File: config.mk
export PLATFORM = sky130hd
export DESIGN_NAME = sched_tight_check
export DESIGN_NICKNAME = d
export VERILOG_FILES = /design/src/rtl/tls_pkg.sv /design/src/rtl/tls_divider.sv /design/src/rtl/tls_gcd.sv /design/src/rtl/sched_tight_check.sv
export SDC_FILE = /design/constraint.sdc
export NUM_CORES = 1
export LEC_CHECK = 0
export CAP_MARGIN = 20
export CORE_ASPECT_RATIO = 0.75
export CORE_MARGIN = 2
export CORE_UTILIZATION = 60
export CTS_CLUSTER_DIAMETER = 80
export DETAILED_ROUTE_END_ITERATION = 6
export HOLD_SLACK_MARGIN = 0.1
export PLACE_DENSITY = 0.78
export SYNTH_ARGS = -nofsm -noshare
export SYNTH_HDL_FRONTEND = slang
export SYNTH_HIERARCHICAL = 1
export SYNTH_SLANG_ARGS = --single-unit
File: constraint.sdc
create_clock -name clk -period 15.7 [get_ports clk]
set_input_delay 2.355 -clock clk [delete_from_list [all_inputs] [get_ports clk]]
set_output_delay 2.355 -clock clk [all_outputs]
set_load 0.02 [all_outputs]
File: src/rtl/tls_pkg.sv
package tls_pkg;
   typedef enum logic [2:0] {
      ST_IDLE,
      ST_DIV_X,
      ST_GCD_X1,
      ST_GCD_X2,
      ST_DIV_Y,
      ST_GCD_Y1,
      ST_GCD_Y2,
      ST_EVAL
   } step_e;

   localparam int ORD_NATURAL = 0;
   localparam int ORD_SWAPPED = 1;
   localparam int ORD_COUNT   = 2;
endpackage

File: src/rtl/tls_divider.sv
module tls_divider #(
   parameter int W = 16
) (
   input  logic         clk,
   input  logic         rst_n,
   input  logic         go,
   input  logic [W-1:0] num,
   input  logic [W-1:0] den,
   output logic         fin,
   output logic [W-1:0] quo,
   output logic [W-1:0] rem
);
   localparam int CW = $clog2(W + 1);

   logic         run;
   logic [CW-1:0] cnt;
   logic [W-1:0] q_r;
   logic [W-1:0] r_r;
   logic [W:0]   trial;
   logic [W:0]   den_ext;

   assign trial   = {r_r, q_r[W-1]};
   assign den_ext = {1'b0, den};
   assign quo     = q_r;
   assign rem     = r_r;

   always_ff @(posedge clk or negedge rst_n) begin
      if (!rst_n) begin
         run <= 1'b0;
         cnt <= '0;
         q_r <= '0;
         r_r <= '0;
         fin <= 1'b0;
      end else begin
         fin <= 1'b0;
         if (go) begin
            run <= 1'b1;
            cnt <= CW'(W);
            q_r <= num;
            r_r <= '0;
         end else if (run) begin
            if (trial >= den_ext) begin
               r_r <= W'(trial - den_ext);
               q_r <= {q_r[W-2:0], 1'b1};
            end else begin
               r_r <= trial[W-1:0];
               q_r <= {q_r[W-2:0], 1'b0};
            end
            cnt <= cnt - 1'b1;
            if (cnt == CW'(1)) begin
               run <= 1'b0;
               fin <= 1'b1;
            end
         end
      end
   end
endmodule

File: src/rtl/tls_gcd.sv
module tls_gcd #(
   parameter int W    = 16,
   parameter int ALGO = 0
) (
   input  logic         clk,
   input  logic         rst_n,
   input  logic         go,
   input  logic [W-1:0] a,
   input  logic [W-1:0] b,
   output logic         fin,
   output logic [W-1:0] g
);
   localparam int KW = $clog2(W + 1);

   generate
      if (ALGO == 0) begin : g_binary
         logic          run;
         logic [W-1:0]  x;
         logic [W-1:0]  y;
         logic [KW-1:0] k;

         always_ff @(posedge clk or negedge rst_n) begin
            if (!rst_n) begin
               run <= 1'b0;
               x   <= '0;
               y   <= '0;
               k   <= '0;
               fin <= 1'b0;
               g   <= '0;
            end else begin
               fin <= 1'b0;
               if (go) begin
                  run <= 1'b1;
                  k   <= '0;
                  if (b == '0) begin
                     x <= '0;
                     y <= a;
                  end else begin
                     x <= a;
                     y <= b;
                  end
               end else if (run) begin
                  if (x == '0) begin
                     run <= 1'b0;
                     fin <= 1'b1;
                     g   <= y << k;
                  end else if (!x[0] && !y[0]) begin
                     x <= x >> 1;
                     y <= y >> 1;
                     k <= k + 1'b1;
                  end else if (!x[0]) begin
                     x <= x >> 1;
                  end else if (!y[0]) begin
                     y <= y >> 1;
                  end else if (x >= y) begin
                     x <= (x - y) >> 1;
                  end else begin
                     y <= (y - x) >> 1;
                  end
               end
            end
         end
      end else begin : g_subtract
         logic         run;
         logic [W-1:0] x;
         logic [W-1:0] y;

         always_ff @(posedge clk or negedge rst_n) begin
            if (!rst_n) begin
               run <= 1'b0;
               x   <= '0;
               y   <= '0;
               fin <= 1'b0;
               g   <= '0;
            end else begin
               fin <= 1'b0;
               if (go) begin
                  run <= 1'b1;
                  if (b == '0) begin
                     x <= '0;
                     y <= a;
                  end else begin
                     x <= a;
                     y <= b;
                  end
               end else if (run) begin
                  if (x == '0) begin
                     run <= 1'b0;
                     fin <= 1'b1;
                     g   <= y;
                  end else if (x > y) begin
                     x <= x - y;
                  end else if (y > x) begin
                     y <= y - x;
                  end else begin
                     x <= '0;
                  end
               end
            end
         end
      end
   endgenerate
endmodule

File: src/rtl/sched_tight_check.sv
module sched_tight_check
   import tls_pkg::*;
#(
   parameter int W        = 16,
   parameter int GCD_ALGO = 0
) (
   input  logic                 clk,
   input  logic                 rst_n,
   input  logic                 start,
   input  logic [W-1:0]         dim_x,
   input  logic [W-1:0]         dim_y,
   input  logic [W-1:0]         sch_x,
   input  logic [W-1:0]         sch_y,
   input  logic [W-1:0]         sch_z,
   output logic                 busy,
   output logic                 done,
   output logic                 tight,
   output logic [ORD_COUNT-1:0] order_hit,
   output logic                 bad_shape
);
   localparam int PW = 2 * W;
   localparam logic [W-1:0] ONE = W'(1);

   generate
      if (W < 2) begin : g_chk_width
         $error("sched_tight_check: W must be at least 2");
      end
      if (GCD_ALGO != 0 && GCD_ALGO != 1) begin : g_chk_algo
         $error("sched_tight_check: GCD_ALGO must be 0 or 1");
      end
   endgenerate

   step_e        step;
   logic         launched;
   logic         bad_q;
   logic [W-1:0] dx_q, dy_q, sx_q, sy_q, sz_q;
   logic [W-1:0] qx_q, rx_q, gx1_q, gx2_q;
   logic [W-1:0] qy_q, ry_q, gy1_q, gy2_q;

   logic         div_go, div_fin;
   logic [W-1:0] div_num, div_den, div_quo, div_rem;
   logic         gcd_go, gcd_fin;
   logic [W-1:0] gcd_a, gcd_b, gcd_g;
   logic         is_div, is_gcd;

   logic [PW-1:0] gamma_w;
   logic          z_ok;
   logic          hit_nat, hit_swp;

   assign gamma_w = {{W{1'b0}}, dx_q} * {{W{1'b0}}, dy_q};
   assign z_ok    = ({{W{1'b0}}, sz_q} == gamma_w);
   assign hit_nat = z_ok && (rx_q == '0) && (gx1_q == ONE) && (gx2_q == ONE);
   assign hit_swp = z_ok && (ry_q == '0) && (gy1_q == ONE) && (gy2_q == ONE);

   assign is_div = (step == ST_DIV_X) || (step == ST_DIV_Y);
   assign is_gcd = (step == ST_GCD_X1) || (step == ST_GCD_X2) ||
                   (step == ST_GCD_Y1) || (step == ST_GCD_Y2);
   assign div_go = is_div && !launched;
   assign gcd_go = is_gcd && !launched;
   assign busy   = (step != ST_IDLE);

   always_comb begin
      div_num = sy_q;
      div_den = dx_q;
      if (step == ST_DIV_Y) begin
         div_num = sx_q;
         div_den = dy_q;
      end
      gcd_a = '0;
      gcd_b = '0;
      case (step)
         ST_GCD_X1: begin gcd_a = sx_q; gcd_b = dx_q; end
         ST_GCD_X2: begin gcd_a = qx_q; gcd_b = dy_q; end
         ST_GCD_Y1: begin gcd_a = sy_q; gcd_b = dy_q; end
         ST_GCD_Y2: begin gcd_a = qy_q; gcd_b = dx_q; end
         default:   begin gcd_a = '0;   gcd_b = '0;   end
      endcase
   end

   tls_divider #(.W(W)) u_div (
      .clk   (clk),
      .rst_n (rst_n),
      .go    (div_go),
      .num   (div_num),
      .den   (div_den),
      .fin   (div_fin),
      .quo   (div_quo),
      .rem   (div_rem)
   );

   tls_gcd #(.W(W), .ALGO(GCD_ALGO)) u_gcd (
      .clk   (clk),
      .rst_n (rst_n),
      .go    (gcd_go),
      .a     (gcd_a),
      .b     (gcd_b),
      .fin   (gcd_fin),
      .g     (gcd_g)
   );

   always_ff @(posedge clk or negedge rst_n) begin
      if (!rst_n) begin
         step      <= ST_IDLE;
         launched  <= 1'b0;
         bad_q     <= 1'b0;
         dx_q      <= '0;
         dy_q      <= '0;
         sx_q      <= '0;
         sy_q      <= '0;
         sz_q      <= '0;
         qx_q      <= '0;
         rx_q      <= '0;
         gx1_q     <= '0;
         gx2_q     <= '0;
         qy_q      <= '0;
         ry_q      <= '0;
         gy1_q     <= '0;
         gy2_q     <= '0;
         done      <= 1'b0;
         tight     <= 1'b0;
         order_hit <= '0;
         bad_shape <= 1'b0;
      end else begin
         done <= 1'b0;
         if (div_go || gcd_go) begin
            launched <= 1'b1;
         end
         case (step)
            ST_IDLE: begin
               if (start) begin
                  dx_q     <= dim_x;
                  dy_q     <= dim_y;
                  sx_q     <= sch_x;
                  sy_q     <= sch_y;
                  sz_q     <= sch_z;
                  launched <= 1'b0;
                  if (dim_x == '0 || dim_y == '0) begin
                     bad_q <= 1'b1;
                     step  <= ST_EVAL;
                  end else begin
                     bad_q <= 1'b0;
                     step  <= ST_DIV_X;
                  end
               end
            end
            ST_DIV_X: if (div_fin) begin
               qx_q     <= div_quo;
               rx_q     <= div_rem;
               launched <= 1'b0;
               step     <= ST_GCD_X1;
            end
            ST_GCD_X1: if (gcd_fin) begin
               gx1_q    <= gcd_g;
               launched <= 1'b0;
               step     <= ST_GCD_X2;
            end
            ST_GCD_X2: if (gcd_fin) begin
               gx2_q    <= gcd_g;
               launched <= 1'b0;
               step     <= ST_DIV_Y;
            end
            ST_DIV_Y: if (div_fin) begin
               qy_q     <= div_quo;
               ry_q     <= div_rem;
               launched <= 1'b0;
               step     <= ST_GCD_Y1;
            end
            ST_GCD_Y1: if (gcd_fin) begin
               gy1_q    <= gcd_g;
               launched <= 1'b0;
               step     <= ST_GCD_Y2;
            end
            ST_GCD_Y2: if (gcd_fin) begin
               gy2_q    <= gcd_g;
               launched <= 1'b0;
               step     <= ST_EVAL;
            end
            ST_EVAL: begin
               done      <= 1'b1;
               bad_shape <= bad_q;
               if (bad_q) begin
                  tight     <= 1'b0;
                  order_hit <= '0;
               end else begin
                  tight                  <= hit_nat | hit_swp;
                  order_hit[ORD_NATURAL] <= hit_nat;
                  order_hit[ORD_SWAPPED] <= hit_swp;
               end
               step <= ST_IDLE;
            end
            default: step <= ST_IDLE;
         endcase
      end
   end
endmodule


# [Yosys cells after proc, flatten, opt, wreduce, memory -nomap -nowiden]
# Cells that the tools add are included.
[totals] regBits=312 input_bits=83 output_inout_bits=6 elab_cells=178
[classes] add_sub_neg=5 mul=1 n_lt_le_gt_ge=2 eq_ne=24 shifts=1 mux=62 bitwise_logic=2 reduce_logical=48
[op_table] cell="16-bit two-way mux" count=23
[op_table] cell="16-bit logical NOT" count=6
[op_table] cell="16-bit by 1-bit equality test with 1-bit output (second input constant)" count=4
[op_table] cell="16-bit case mux with 4 select lines" count=1
[op_table] cell="16-bit subtractor" count=3
[op_table] cell="16-bit by 32-bit equality test with 1-bit output" count=1
[op_table] cell="16-bit by 16-bit multiplier with 32-bit output" count=1
[op_table] cell="16-bit case mux with 2 select lines" count=1
[op_table] cell="5-bit two-way mux" count=6
[op_table] cell="3-bit two-way mux" count=8
[op_table] cell="3-bit case mux with 8 select lines" count=1
[op_table] cell="1-bit two-way mux" count=20
[op_table] cell="17-bit by 16-bit greater-or-equal comparator with 1-bit output" count=1
[op_table] cell="16-bit greater-or-equal comparator" count=1
[op_table] cell="2-bit AND reduction" count=8
[op_table] cell="16-bit by 5-bit left shift with 16-bit output" count=1
[op_table] cell="3-bit equality test (second input constant)" count=4
[op_table] cell="2-bit by 1-bit inequality test with 1-bit output (second input constant)" count=6
[op_table] cell="4-bit inequality test (second input constant)" count=3
[op_table] cell="1-bit logical AND" count=9
[op_table] cell="3-bit AND reduction" count=3
[op_table] cell="4-bit AND reduction" count=2
[op_table] cell="7-bit AND reduction" count=1
[op_table] cell="3-bit by 2-bit equality test with 1-bit output (second input constant)" count=2
[op_table] cell="16 further kinds" count=29

# [Logic depth before layout (Yosys ltp)]
[logic_depth] word_depth=9 mapped_depth=25 depth_no_buf=22

# [Cells and area by module]
# Netlist, hierarchy kept.
[by_module_without_submodules] module="sched_tight_check" instances=1 cells_per_inst=1690 area_per_inst_um2=18195.0 seq_area_each_um2=5455.2
[by_module_without_submodules] module="tls_gcd" instances=1 cells_per_inst=616 area_per_inst_um2=5001.0 seq_area_each_um2=1376.3
[by_module_without_submodules] module="tls_divider" instances=1 cells_per_inst=326 area_per_inst_um2=2857.7 seq_area_each_um2=975.9

# [Worst setup path before layout]
# No wires, ideal clock.
[synth_path] path_type="register to register" from="register dx_q[10]" to="register order_hit[1]" setup_time_ps=77 arrival_ps=6323 required_time_ps=15623 setup_slack_ps=9301 path_stages_with_launch=22 n_path_buf=3 period_less_slack_ps=6399 cell_sequence="dfrtp_1 > clkbuf_1 > clkbuf_1 > nand2_1 > fa_1 > fa_1 > fa_1 > fa_1 > fa_1 > fa_1 > inv_1 > ha_1 > buf_2 > and3_1 > o2bb2ai_2 > or3_1 > o21a_1 > o21a_1 > or3_4 > a2111oi_4 > nand4_1 > o21ai_1"
[synth_between] elab_chain_len=6
[synth_lines] item="from (decl)" line="sched_tight_check.sv:36" text="logic [W-1:0] dx_q, dy_q, sx_q, sy_q, sz_q;"
[synth_lines] item="from (signal assigned)" line="sched_tight_check.sv:131" text="dx_q <= dim_x;"
[synth_lines] item="16-bit by 16-bit multiplier with 32-bit output" line="sched_tight_check.sv:50" text="assign gamma_w = {{W{1'b0}}, dx_q} * {{W{1'b0}}, dy_q};"
[synth_lines] item="16-bit by 32-bit equality test with 1-bit output" line="sched_tight_check.sv:51" text="assign z_ok = ({{W{1'b0}}, sz_q} == gamma_w);"
[synth_lines] item="1-bit logical AND (3 in a row)" line="sched_tight_check.sv:53" text="assign hit_swp = z_ok && (ry_q == '0) && (gy1_q == ONE) && (gy2_q == ONE);"
[synth_lines] item="2-bit two-way mux" line="sched_tight_check.sv:181" text="if (bad_q) begin"
[synth_lines] item="to (signal, indexed assignment)" line="sched_tight_check.sv:186" text="order_hit[ORD_NATURAL] <= hit_nat;"
[synth_lines] item="to (signal, indexed assignment)" line="sched_tight_check.sv:187" text="order_hit[ORD_SWAPPED] <= hit_swp;"
[synth_lines] item="to (decl)" line="sched_tight_check.sv:18" text="output logic [ORD_COUNT-1:0] order_hit,"
# Every way passes these cells.
# A chain may end at the register's enable or synchronous reset.

# [Worst setup path in the final report]
[layout_path] from="register dx_q[9]" to="register order_hit[1]"
# The elaborated chain is that of the path after synthesis.

==> reports/metrics.csv <==
stage,metric,value,unit
run_status,outcome,"finished, final reports clean",
die,Starting Density,60.4,%
grt,first-pass GRT wire length,115000,um
grt,number of global-route vias before repair,19835,
synthesis,mapped cell area,26100,um2
critical_path,Critical Path Fanout Max,19,
critical_path,worst r2r src,dx_q[9]$_DFFE_PN0P_,
synthesis,cell count after synthesis,2632,
grt,M3 GR Usage,9.62,%
place,post-detail-place hpwl,54700,um
drt,Routed Antenna Nets,0,
finish,Final #Nets,3029,
grt,met2 Use GR,45.6,%
critical_path,crit start category,flop,
grt,largest net degree at the start of global routing,100,
synthesis,Synth Flop Type,dfrtp_1,
die,FP Rows,66,
drt,Post-route DRC,0,
drt,initial DRC count,2187,
drt,wire per inst,22.8,um
clock_tree,cts hold-fix bufs,0,
synthesis,Synth Area in XOR/XNOR,2.35,%
synthesis,yosys warns,6,
synthesis,proportion of synthesized area in mux cells,12.8,%
die,Die Area,45100,um2
clock_tree,Inserted Clock Buffers,31,
place,I/O Buffers,88,
clock_tree,Root Driver,clkbuf_16,
timing,f_max,143,MHz
grt,busiest grt layer,met1,
min_path,Hold Path Stages,1,
clock_tree,CTS tree,built,
die,io pins,89,
synthesis,Yosys top cell area share,30.0,%
synthesis,Post-synth ARST share,100,%
drt,first-pass detailed-route iteration total,6,
clock_tree,Worst-path clk slew,0.07,ns
grt,GRT Resource Usage Total,32.7,%
min_path,HP Start,rx_q[14]$_DFFE_PN0P_,
critical_path,"Req. time, crit path",16.22,ns
synthesis,syn_nets,3068,
drt,final WL,73000,um
synthesis,largest family of logic cells by synthesized area,adder cells,
grt,global route overflow,0,
critical_path,Reg-to-Reg End,order_hit[1]$_DFFE_PN0P_,
synthesis,largest cells by area after synthesis,"dfrtp_1 (30%), fa_1 (15%), mux2_2 (9.9%)",
place,Placer Congestion,0.930,
clock_tree,Clock Path Buffers,3,
critical_path,reg2reg path depth,20,
finish,Area Growth Syn to Fin,8.14,%
run,max-cap violations,0,
timing,Period minus WS final,6.99,ns
synthesis,"Seq/Total Area, Yosys",30.0,%
grt,met1 Track Usage GR,48.9,%
finish,layout cells sized above 1,12.9,%
synthesis,post-synthesis compound-gate area fraction,12.9,%
synthesis,Yosys reg bits,312,
die,DIE WIDTH,245,um
timing,Total Negative Setup Slacks,0,ns
synthesis,leading area contributor after synthesis,dfrtp_1,
clock_tree,H-tree depth,1,
critical_path,r2r setup slk,8.71,ns
timing,Max Slew Vio Count,0,
timing,post-route clock period utilization,44.5,%
timing,RSZ-0062 raised after global routing,false,
clock_tree,Clock Sinks,312,
clock_tree,clock latency at the later pin of the worst-skew pair,0.61,ns
min_path,HP Class,flop to flop,
timing,"Hold Violations, Final",0,
drt,total number of vias,20253,
die,chip height,184,um
critical_path,CP arrival,7.51,ns
synthesis,Post-Synth Adder-Cell Area,22.6,%
timing,clk_skew,0.0166,ns
drt,via/cell ratio,6.34,
clock_tree,post-CTS setup buffers,0,
finish,fin util,65.4,%
critical_path,WS Path Type,flop to flop,
synthesis,syn_area_per_cell,9.90,um2
timing,slew margin rel.,22.8,%
synthesis,Synth cell types,93,
synthesis,Synth Area in Simple Gates,12.9,%
die,CORE AREA,43100,um2
critical_path,Crit. End Element,flop,
synthesis,"EDFF count, synth",0,
grt,initial antenna violation count,1,
timing,final setup vio count,0,
clock_tree,Post-CTS Resized,0,
timing,Slew @ Worst Pin,1.16,ns
min_path,Worst Hold Endpoint,rx_q[14]$_DFFE_PN0P_,
[metrics by stage]
step           area (um2)  hold WS (ns)  std cells  setup WS, ns
6_report            28200         0.491       3197          8.71
5_1_grt             28200         0.504       3197          8.50
4_1_cts             28100         0.494       3194          8.76
3_5_place_dp        27100         0.480       3136          8.79
3_3_place_gp        27100         0.467       3136          8.95
2_1_floorplan       26100         0.458       2632          9.30
[worst max-delay path by stage]
stage | start | end | cells after the start
after floorplan | dx_q[10]$_DFFE_PN0P_ | order_hit[1]$_DFFE_PN0P_ | 21
after global placement | dy_q[2]$_DFFE_PN0P_ | order_hit[1]$_DFFE_PN0P_ | 18
after detailed placement | dx_q[7]$_DFFE_PN0P_ | tight$_DFFE_PN0P_ | 18
after CTS | dx_q[7]$_DFFE_PN0P_ | order_hit[1]$_DFFE_PN0P_ | 18
after global routing | dy_q[2]$_DFFE_PN0P_ | order_hit[1]$_DFFE_PN0P_ | 18
final | dx_q[9]$_DFFE_PN0P_ | order_hit[1]$_DFFE_PN0P_ | 20
[critical path, cell delays in order, from the launching register on]
cell      delay (ns)
dfrtp_1         0.87
nand2_1         0.18
fa_1            0.56
fa_1            0.56
inv_1           0.06
fa_1            0.50
inv_1           0.05
fa_1            0.48
fa_1            0.53
fa_1            0.55
inv_1           0.04
ha_1            0.38
a21o_1          0.24
a31o_2          0.28
a221o_1         0.36
a221o_1         0.33
a31oi_1         0.19
o22ai_1         0.11
a211oi_1        0.20
nand4_1         0.25
o21ai_1         0.19
[layout make-up]
type	instances	area, um2
diodes	1	2.50
clock buffers	43	881
clock inverters	15	184
well taps	578	723
repair buffers	105	1050
inverters	252	946
fillers	3401	14900
flip-flops and latches	312	7810
multi-input cells	1891	16600
[placed cells by master (no fill, tap or decap), drive strengths merged, types with 11 or more instances in the layout]
master / synthesis / final
buf: 42 / 18
mux2i: 53 / 53
o211ai: 13 / 13
nor2b: 15 / 15
xnor2: 45 / 45
clkdlybuf4s50: 0 / 87
nor2: 85 / 85
o21a: 20 / 20
a211oi: 21 / 21
nand2b: 14 / 14
nand2: 319 / 319
nand4: 24 / 24
and2: 97 / 97
clkinv: 3 / 11
clkbuf: 135 / 43
o21ai: 99 / 99
nor4: 42 / 42
inv: 249 / 251
fa: 197 / 197
mux2: 245 / 245
o31ai: 15 / 15
and3: 15 / 15
nand3: 23 / 23
a22o: 45 / 45
a21oi: 105 / 105
nor3: 19 / 19
a21o: 38 / 38
a31oi: 20 / 20
dfrtp: 312 / 312
ha: 156 / 156
o22ai: 12 / 12
xor2: 25 / 25
[cell families (layout without fill, tap and decap cells)]
| group | after synthesis | after routing |
|---|---|---|
| simple gates | 691 | 691 |
| compound gates | 477 | 477 |
| buf+inv | 429 | 415 |
| fa+ha+maj | 353 | 353 |
| flops | 312 | 312 |
| mux | 300 | 300 |
| xor+xnor | 70 | 70 |
| other cells | 0 | 1 |
[metal layers]
metal	vias to the layer above	share of wire, %
met5	-	0
met4	0	3.0
met3	132	11
met2	1065	42
met1	10115	44
li1	8941	-
[synthesized netlist by cell type (15+ instances only)]
cell and n:
o31ai_1 15, a21oi_1 99, mux2i_1 53, dfrtp_1 312
and2_1 96, a211oi_1 21, nor3_1 18, nor4_1 40
nand3_1 23, nand2_1 319, inv_1 248, ha_1 156
nand4_1 24, o21a_1 20, nor2b_1 15, o21ai_0 88
fa_1 197, xor2_1 25, buf_1 23, xnor2_1 45
mux2_2 229, a31oi_1 19, a22o_1 45, clkbuf_1 134
nor2_1 85, mux2_1 16, and3_1 15, a21o_1 37
Power is left out: the tool's default activity adds up to more than one toggle a clock period on the data nets, which glitch-free logic cannot reach.
